--- config.mk ---
export PLATFORM = sky130hd
export DESIGN_NAME = repl_load_align_dec
export DESIGN_NICKNAME = d
export VERILOG_FILES = /design/src/rtl/repl_load_align_dec.sv
export SDC_FILE = /design/constraint.sdc
export NUM_CORES = 1
export LEC_CHECK = 0
export BUFFER_PORTS_ARGS = -buffer_cell sky130_fd_sc_hd__buf_4
export CELL_PAD_IN_SITES_DETAIL_PLACEMENT = 1
export CELL_PAD_IN_SITES_GLOBAL_PLACEMENT = 1
export CORE_MARGIN = 2
export CORE_UTILIZATION = 14
export DETAILED_ROUTE_END_ITERATION = 8
export PLACE_DENSITY_LB_ADDON = 0.1
export SLEW_MARGIN = 20
export SYNTH_ARGS = -nofsm -noshare
export SYNTH_HDL_FRONTEND = slang
export SYNTH_SLANG_ARGS = --single-unit
--- constraint.sdc ---
create_clock -name vclk -period 1.8
set_input_delay 0.18 -clock vclk [all_inputs]
set_output_delay 0.18 -clock vclk [all_outputs]
set_load 0.01 [all_outputs]
--- src/rtl/repl_load_align_dec.sv ---
module repl_load_align_dec #(
  parameter int ADDR_W   = 32,
  parameter int CAP_LOG2 = 4
) (
  input  logic [1:0]          esize_i,
  input  logic [1:0]          cnt_i,
  input  logic                hint_i,
  input  logic [ADDR_W-1:0]   addr_i,
  output logic                undef_o,
  output logic [1:0]          esize_o,
  output logic [CAP_LOG2:0]   align_o,
  output logic                fault_o
);

  localparam int RAW_MAX = 4;
  localparam int LW      = $clog2(RAW_MAX + 1);

  logic [LW-1:0]     lg;
  logic [LW-1:0]     lg_cap;
  logic [CAP_LOG2:0] mask;

  always_comb begin
    undef_o = 1'b0;
    esize_o = esize_i;
    lg      = '0;
    if (esize_i == 2'd3) begin
      if (cnt_i == 2'd3 && hint_i) begin
        esize_o = 2'd2;
        lg      = LW'(RAW_MAX);
      end else begin
        undef_o = 1'b1;
      end
    end else if (hint_i) begin
      case (cnt_i)
        2'd0: if (esize_i == 2'd0) undef_o = 1'b1;
              else lg = LW'(esize_i);
        2'd1: lg = LW'(esize_i) + LW'(1);
        2'd2: undef_o = 1'b1;
        default: lg = LW'(esize_i) + LW'(2);
      endcase
    end
    if (undef_o) begin
      esize_o = 2'd0;
      lg      = '0;
    end
  end

  assign lg_cap  = (lg > LW'(CAP_LOG2)) ? LW'(CAP_LOG2) : lg;
  assign align_o = {{CAP_LOG2{1'b0}}, 1'b1} << lg_cap;
  assign mask    = align_o - {{CAP_LOG2{1'b0}}, 1'b1};
  assign fault_o = !undef_o && |(addr_i[CAP_LOG2-1:0] & mask[CAP_LOG2-1:0]);

  always_comb begin

    undef_masks_fault_chk: assert (!(undef_o && fault_o));

    nohint_no_fault_chk: assert (hint_i || !fault_o);

    align_cap_chk: assert ($onehot(align_o));

    wide_remap_chk: assert (!(esize_i == 2'd3 && !undef_o) ||
                            (esize_o == 2'd2 && align_o == (CAP_LOG2+1)'(16)));

    three_reg_hint_chk: assert (!(cnt_i == 2'd2 && hint_i) || undef_o);
  end

endmodule

Word level (Yosys, flattened, before mapping)
Cells that the tools add are included.
Cells by class
  shift-type cells: 1
  bitwise gates (word level): 1
  $lt $le $gt $ge: 1
  add/sub/neg operators: 3
  equal/unequal tests: 4
  muxes and demuxes: 15
  reduce and logical (&&, ||, !) cells: 6
Operators by type and width (number)
  two-way mux 3 bit: 5
  one-hot mux 3 bit (3 select lines): 1
  two-way mux 2 bit: 4
  equality test 2 bit (second input constant): 3
  << shifter 1 x 3 -> 5 bit (first input constant): 1
  bitwise AND 4 bit: 1
  logical NOT 2 bit: 2
  two-way mux 1 bit: 4
  OR reduction 4 bit: 1
  subtractor 4 x 1 -> 4 bit (second input constant): 1
  adder 2 x 1 -> 3 bit (second input constant): 1
  adder 2 x 2 -> 3 bit (second input constant): 1
  > comparator 3 bit (second input constant): 1
  equality test 2 x 1 -> 1 bit (second input constant): 1
  logical AND 1 bit: 2
  one-hot mux 1 bit (2 select lines): 1
  logical NOT 1 bit: 1
Word-level totals
  logic and storage cells: 31
  input bits: 37
  output and inout port bits: 9
  flip-flop bits (word level): 0

Logic depth before layout (Yosys ltp)
Gate-level depths: netlist of the first run.
  word-level depth: 13
  depth in mapped cells: 7
  depth with buffers taken out: 7

Worst setup path before layout of the first run
No wires, ideal clock.
  kind: input -> output
  from: in esize_i[0]
  to: out align_o[1]
  arrival time: 1.195 ns
  buffers on the path: 0
  required time: 1.620 ns
  path slack: 0.425 ns
  cell stages on the path: 6
  cells stage by stage: ha_1 -> nor2b_1 -> a21boi_1 -> a21boi_4 -> inv_1 -> nor2_1
Between the ends
  word-level cells in the longest chain between the ends: 9
  elaborated cells between the ends (all ways): 16
  classes of those cells: add/sub (2); order compare (1); eq/ne (1); shift (1); mux (10); reduce/logical (1)
RTL lines
  start: declaration: line 5  | input logic [1:0] esize_i,
  parallel branches: the longest is 5 deep, another holds adder 2 x 2 -> 3 bit
  two-way mux 3 bit *: line 42  | if (undef_o) begin
  > comparator 3 bit: line 48  | assign lg_cap = (lg > LW'(CAP_LOG2)) ? LW'(CAP_LOG2) : lg;
  two-way mux 3 bit *: line 48
  << shifter 1 x 3 -> 5 bit *: line 49  | assign align_o = {{CAP_LOG2{1'b0}}, 1'b1} << lg_cap;
  end: declaration: line 11  | output logic [CAP_LOG2:0] align_o,
Every way passes the cells marked *.

Final worst setup path of the first run
  from: in esize_i[0]
  to: out fault_o
Between the ends
  word-level cells in the longest chain between the ends: 13
  elaborated cells between the ends (all ways): 21
  classes of those cells: add/sub (3); order compare (1); eq/ne (1); shift (1); mux (10); bitwise (1); reduce/logical (4)
RTL lines
  parallel branches: the longest is 12 deep, another holds subtractor 4 x 1 -> 4 bit
  logical AND 1 bit *: line 51  | assign fault_o = !undef_o && |(addr_i[CAP_LOG2-1:0] & mask[CAP_LOG2-1:0]);
  end: declaration: line 12  | output logic fault_o
Marks and branches as above.

==> results of run 1 <==
per-layer routing:
| metal | up-vias | wire length [µm] |
|---|---|---|
| met5 | - | 0 |
| met2 | 13 | 354 |
| met1 | 136 | 345 |
| li1 | 164 | - |
| met4 | 0 | 0 |
| met3 | 0 | 74 |
metrics by stage:
stage / util (%) / power, µW / std cells / worst slack (ps)
2_1_floorplan: - / 50.9 / 35 / 425
6_report: 26.5 / 105 / 71 / 182
3_3_place_gp: 26.3 / 107 / 71 / 117
3_5_place_dp: 26.3 / 107 / 71 / 116
4_1_cts: 26.3 / 107 / 71 / 114
5_1_grt: 26.5 / 118 / 71 / 2.07
logic make-up after synthesis:
kind of cell / after synthesis
simple gates: 19
compound gates: 11
buf+inv: 3
fa+ha+maj: 2
cells in the final DEF (no fill, tap or decap):
cell,count
sky130_fd_sc_hd__or3_4,1
sky130_fd_sc_hd__a21o_1,1
sky130_fd_sc_hd__nand2_1,4
sky130_fd_sc_hd__a21oi_2,1
sky130_fd_sc_hd__o21ai_0,1
sky130_fd_sc_hd__inv_1,2
sky130_fd_sc_hd__a211oi_2,1
sky130_fd_sc_hd__inv_2,1
sky130_fd_sc_hd__a21boi_4,1
sky130_fd_sc_hd__nor3_1,1
sky130_fd_sc_hd__o21bai_1,1
sky130_fd_sc_hd__nand3_1,1
sky130_fd_sc_hd__a21oi_1,1
sky130_fd_sc_hd__o21ai_2,1
sky130_fd_sc_hd__nor2_1,9
sky130_fd_sc_hd__a211oi_1,1
sky130_fd_sc_hd__a21boi_1,1
sky130_fd_sc_hd__and4_1,1
sky130_fd_sc_hd__nor2b_2,1
sky130_fd_sc_hd__nand4_1,1
sky130_fd_sc_hd__o21ai_1,1
sky130_fd_sc_hd__buf_4,20
sky130_fd_sc_hd__ha_1,2
power by group:
| group | internal (µW) | leakage, µW | switching, µW |
|---|---|---|---|
| clock network | 0 | 0 | 0 |
| registers | 0 | 0 | 0 |
| logic | 55.1 | 0.000198 | 49.8 |
| total | 55.1 | 0.000198 | 49.8 |
cells in the mapped netlist, drive strengths merged:
cell type	number
or3	1
nand2	4
a211oi	2
o21ai	3
a21oi	2
a21o	1
nor2	9
nor2b	1
inv	3
o21bai	1
and4	1
nand3	1
a21boi	2
ha	2
nand4	1
nor3	1
area by class of cell:
class	instances	share of cell area (%)
Inverter	3	2.86
Timing Repair Buffer	20	38.1
Multi-Input combinational cell	32	54.0
Tap cell	16	5.08
what timing repair did:
| action | 4_1_cts | 5_1_grt |
|---|---|---|
| endpoints found under the hold margin | 0 | 0 |
| gates resized for setup | 0 | 1 |
| endpoints found under the setup margin | 0 | 3 |
| buffers inserted | 0 | 0 |
| hold buffers | 0 | 0 |
path summary, 6_finish.rpt:
check | to | slack (ps) | cells past startpoint
worst max-delay path | fault_o | 180 | 8
worst min-delay path | fault_o | 690 | 4
critical path, stage by stage:
cell	delay, ps
sky130_fd_sc_hd__buf_4	120
sky130_fd_sc_hd__ha_1	240
sky130_fd_sc_hd__nor2b_2	140
sky130_fd_sc_hd__a21boi_1	160
sky130_fd_sc_hd__a21boi_4	260
sky130_fd_sc_hd__a211oi_2	100
sky130_fd_sc_hd__a21oi_2	100
sky130_fd_sc_hd__buf_4	120
==> metrics.json, run 1 <==
{
  "layout": {
    "sequential_cell_area_um2": 0,
    "area_taken_by_multi_input_logic_gates_um2": 213,
    "drive_gt1_share_pct": 49.1,
    "finalNetCount": 96,
    "layout.cell_area.non_filler_um2": 394,
    "area_delta_synth_final_pct": 78.0,
    "nClkBuffers": 0,
    "flops_and_latches": 0,
    "fill_cells": 192,
    "n_antenna_cell": 0
  },
  "power_and_ir_drop": {
    "vdd.ir_drop.worst_mv": 0.0723,
    "total_leakage_power_uw": 0.000198,
    "powerDensity_mw_per_mm2": 266
  },
  "routing": {
    "detailedRoute.firstPassIterationCount": 2,
    "drt_first_iter_violations": 1,
    "num_vias": 313,
    "drt-wirelength-per-cell_um": 10.9,
    "wirelength_um": 773,
    "postRouteAntennaNets": 0,
    "drc_violation_count_after_routing": 0,
    "avgViaCountPerCell": 4.41
  },
  "timing": {
    "report.final.hold_viol_count": 0,
    "timing.final.max_slew_violations": 0,
    "timing.hold.ws_ps": 695,
    "rsz_0062_raised_after_global_routing": "no",
    "worst-slew-pin-transition_ps": 273,
    "fmaxAchievable_ghz": 0.618,
    "max_slew_margin_pct": 81.7,
    "final-setup-viol-count": 0,
    "period_minus_slack_ps": 1620,
    "timing.final.crit_share_pct": 89.9,
    "setup_tns_ps": 0
  },
  "logic_synthesis": {
    "synth.largest_area_cell": "sky130_fd_sc_hd__nor2_1",
    "synth_top_cells_by_area": "sky130_fd_sc_hd__nor2_1, sky130_fd_sc_hd__ha_1, sky130_fd_sc_hd__a21boi_4, sky130_fd_sc_hd__nand2_1, sky130_fd_sc_hd__a211oi_2",
    "post_synth_xor_area_fraction_pct": 0,
    "synth_simple_gate_area_share_pct": 41.2,
    "synth_fa_ha_area_share_pct": 11.3,
    "synth.avg_cell_area_um2": 6.33,
    "post_synth_instance_area_um2": 221,
    "syn_nets": 74,
    "post_synth_num_cell_types": 22,
    "yosysSeqAreaShare_pct": 0,
    "main_combinational_cell_family_by_area_after_synthesis": "compound AO/OA/AOI/OAI gates",
    "synthDominantCellAreaShare_pct": 15.3,
    "synth.yosys.warnings": 0,
    "multiplexer_share_of_the_synthesized_area_pct": 0,
    "synth_compound_gate_area_share_pct": 42.4,
    "syn_inst": 35
  },
  "die": {
    "core.rowCount": 14,
    "core_area_mm2": 0.00149,
    "die-area_mm2": 0.00192,
    "die_x_um": 43.8,
    "floorplan.initialDensity_pct": 14.9,
    "ios": 46,
    "die_y_um": 43.8
  },
  "global_routing": {
    "first_global_vias": 319,
    "use_met3_pct": 0.833,
    "maximum_number_of_pins_on_one_net_before_global_route_repair": 8,
    "globalRouteTotalUtil_pct": 8.61,
    "global_route.usage.met2_pct": 15.6,
    "groute.layer.met1.usage_pct": 11.6,
    "gr-total-overflow": 0,
    "grt.busiest_layer": "met2",
    "initial_antenna_violation_count": 0,
    "grt_pass1_wl_um": 1360
  },
  "setup_path": {
    "critPathMaxFanout": 5,
    "worstSetupStartpointType": "primary input",
    "end_kind": "output port",
    "path_class": "primary input to output port",
    "startpoint": "esize_i[0]",
    "required_ps": 1620,
    "arrival_ps": 1440
  },
  "run_status": {
    "status": "complete, no violations"
  },
  "place": {
    "routabilityCongestion": 0.719,
    "port_buffers": 18,
    "place_area_um2": 392,
    "hpwl_um": 690
  },
  "worst_hold_path": {
    "hp_class": "primary input to output port",
    "hold_path.startpoint": "addr_i[2]"
  },
  "run": {
    "max-cap-violations": 0
  }
}
Power figures use the tool's default switching activity.
==> run 2: changes to the inputs <==
- MAX_ROUTING_LAYER: not set -> met4
- SLEW_MARGIN: 20 -> 10
==> run 2 against run 1 <==
Wire length unchanged. Non-clock buffer count unchanged. Via count unchanged. Worst hold slack unchanged. Total power about the same. Clock-buffer cell count unchanged. Setup slack about the same. Cell area unchanged. Final cell count unchanged. Critical path depth unchanged.
==> metrics.json, run 2 (same netlist as run 1, synthesis figures left out) <==
{
  "run_status": {
    "status": "complete, no violations"
  },
  "layout": {
    "flops_and_latches": 0,
    "finalNetCount": 96,
    "area_delta_synth_final_pct": 78.0,
    "n_antenna_cell": 0,
    "fill_cells": 192,
    "layout.cells.most_common_list": "sky130_fd_sc_hd__buf_4, sky130_fd_sc_hd__nor2_1, sky130_fd_sc_hd__nand2_1, sky130_fd_sc_hd__inv_1, sky130_fd_sc_hd__ha_1",
    "area_taken_by_multi_input_logic_gates_um2": 213,
    "drive_gt1_share_pct": 49.1,
    "final_common_cell": "sky130_fd_sc_hd__buf_4",
    "finalCoreUtilization_pct": 26.5,
    "sequential_cell_area_um2": 0,
    "nClkBuffers": 0
  },
  "die": {
    "core_area_mm2": 0.00149,
    "die-area_mm2": 0.00192,
    "floorplan.initialDensity_pct": 14.9,
    "ios": 46,
    "die_y_um": 43.8,
    "die_x_um": 43.8,
    "core.rowCount": 14
  },
  "routing": {
    "dr.max_layer_used": "met3",
    "drt-met1-wl_um": 353,
    "met2WireLength_um": 354,
    "num_vias": 313,
    "postRouteAntennaNets": 0,
    "dr_wl_met3_um": 66,
    "wirelength_um": 773,
    "drt-wirelength-per-cell_um": 10.9,
    "avgViaCountPerCell": 4.41,
    "drt_first_iter_violations": 1,
    "detailedRoute.firstPassIterationCount": 2,
    "drc_violation_count_after_routing": 0
  },
  "global_routing": {
    "maximum_number_of_pins_on_one_net_before_global_route_repair": 8,
    "gr-total-overflow": 0,
    "initial_antenna_violation_count": 0,
    "grt_pass1_wl_um": 1360,
    "globalRouteTotalUtil_pct": 8.87,
    "first_global_vias": 319
  },
  "worst_hold_path": {
    "hold_path.startpoint": "addr_i[2]",
    "hp_class": "primary input to output port",
    "instance_count_along_the_most_critical_hold_path": 4,
    "min_delay_worst_endpoint": "fault_o"
  },
  "timing": {
    "finalWorstSetupSlack_ps": 182,
    "report.final.hold_viol_count": 0,
    "period_minus_slack_ps": 1620,
    "timing.final.crit_share_pct": 89.9,
    "worst-slew-pin-transition_ps": 273,
    "final-setup-viol-count": 0,
    "rsz_0062_raised_after_global_routing": "no",
    "timing.hold.ws_ps": 695,
    "max_slew_margin_pct": 81.7,
    "timing.final.max_slew_violations": 0,
    "fmaxAchievable_ghz": 0.618,
    "setup_tns_ps": 0
  },
  "place": {
    "routabilityCongestion": 0.727,
    "hpwl_um": 690,
    "port_buffers": 18,
    "pre_cts_slack_ps": 116
  },
  "power_and_ir_drop": {
    "vdd.ir_drop.worst_mv": 0.0723,
    "fin_total_pwr_uw": 105,
    "powerDensity_mw_per_mm2": 266,
    "total_leakage_power_uw": 0.000198
  },
  "setup_path": {
    "required_ps": 1620,
    "arrival_ps": 1440,
    "path_class": "primary input to output port",
    "worstSetupStartpointType": "primary input",
    "critPathMaxFanout": 5,
    "end_kind": "output port"
  },
  "clock_network": {
    "cts_hold_buf": 0,
    "cts_setup_buffers": 0,
    "cells_resized_by_post_cts_repair": 0
  },
  "run": {
    "max-cap-violations": 0
  }
}
run 2: worst max-delay path by stage:
stage	end	cells past startpoint	slack, ps	startpoint
floorplan	align_o[1]	6	420	esize_i[0]
global placement	fault_o	8	120	esize_i[0]
detailed placement	fault_o	8	120	esize_i[0]
CTS	fault_o	8	110	esize_i[0]
global route	fault_o	8	2	esize_i[0]
finish	fault_o	8	180	esize_i[0]
run 2: area by class of cell:
| class | count | share of cell area (%) |
|---|---|---|
| multi-input combinational | 32 | 54.0 |
| timing repair buffer | 20 | 38.1 |
| inverter | 3 | 2.86 |
| tap | 16 | 5.08 |
run 2: power breakdown:
part	internal, µW	switching (µW)	leakage [µW]	total [µW]
clock	0	0	0	0
sequential	0	0	0	0
combinational	55.1	49.8	0.000198	105
run 2: stage by stage:
stage / area (µm²) / std cells
4_1_cts: 392 / 71
2_1_floorplan: 221 / 35
3_5_place_dp: 392 / 71
6_report: 394 / 71
3_3_place_gp: 392 / 71
5_1_grt: 394 / 71
run 2: routing by layer:
metal / vias up / track usage (%)
li1: 164 / -
met1: 136 / 11.9
met2: 13 / 15.6
met3: 0 / 0.417
met4: 0 / 0
met5: - / -
run 2: critical path: stages:
cell,delay (ps)
sky130_fd_sc_hd__buf_4,120
sky130_fd_sc_hd__ha_1,240
sky130_fd_sc_hd__nor2b_2,140
sky130_fd_sc_hd__a21boi_1,160
sky130_fd_sc_hd__a21boi_4,260
sky130_fd_sc_hd__a211oi_2,100
sky130_fd_sc_hd__a21oi_2,100
sky130_fd_sc_hd__buf_4,120
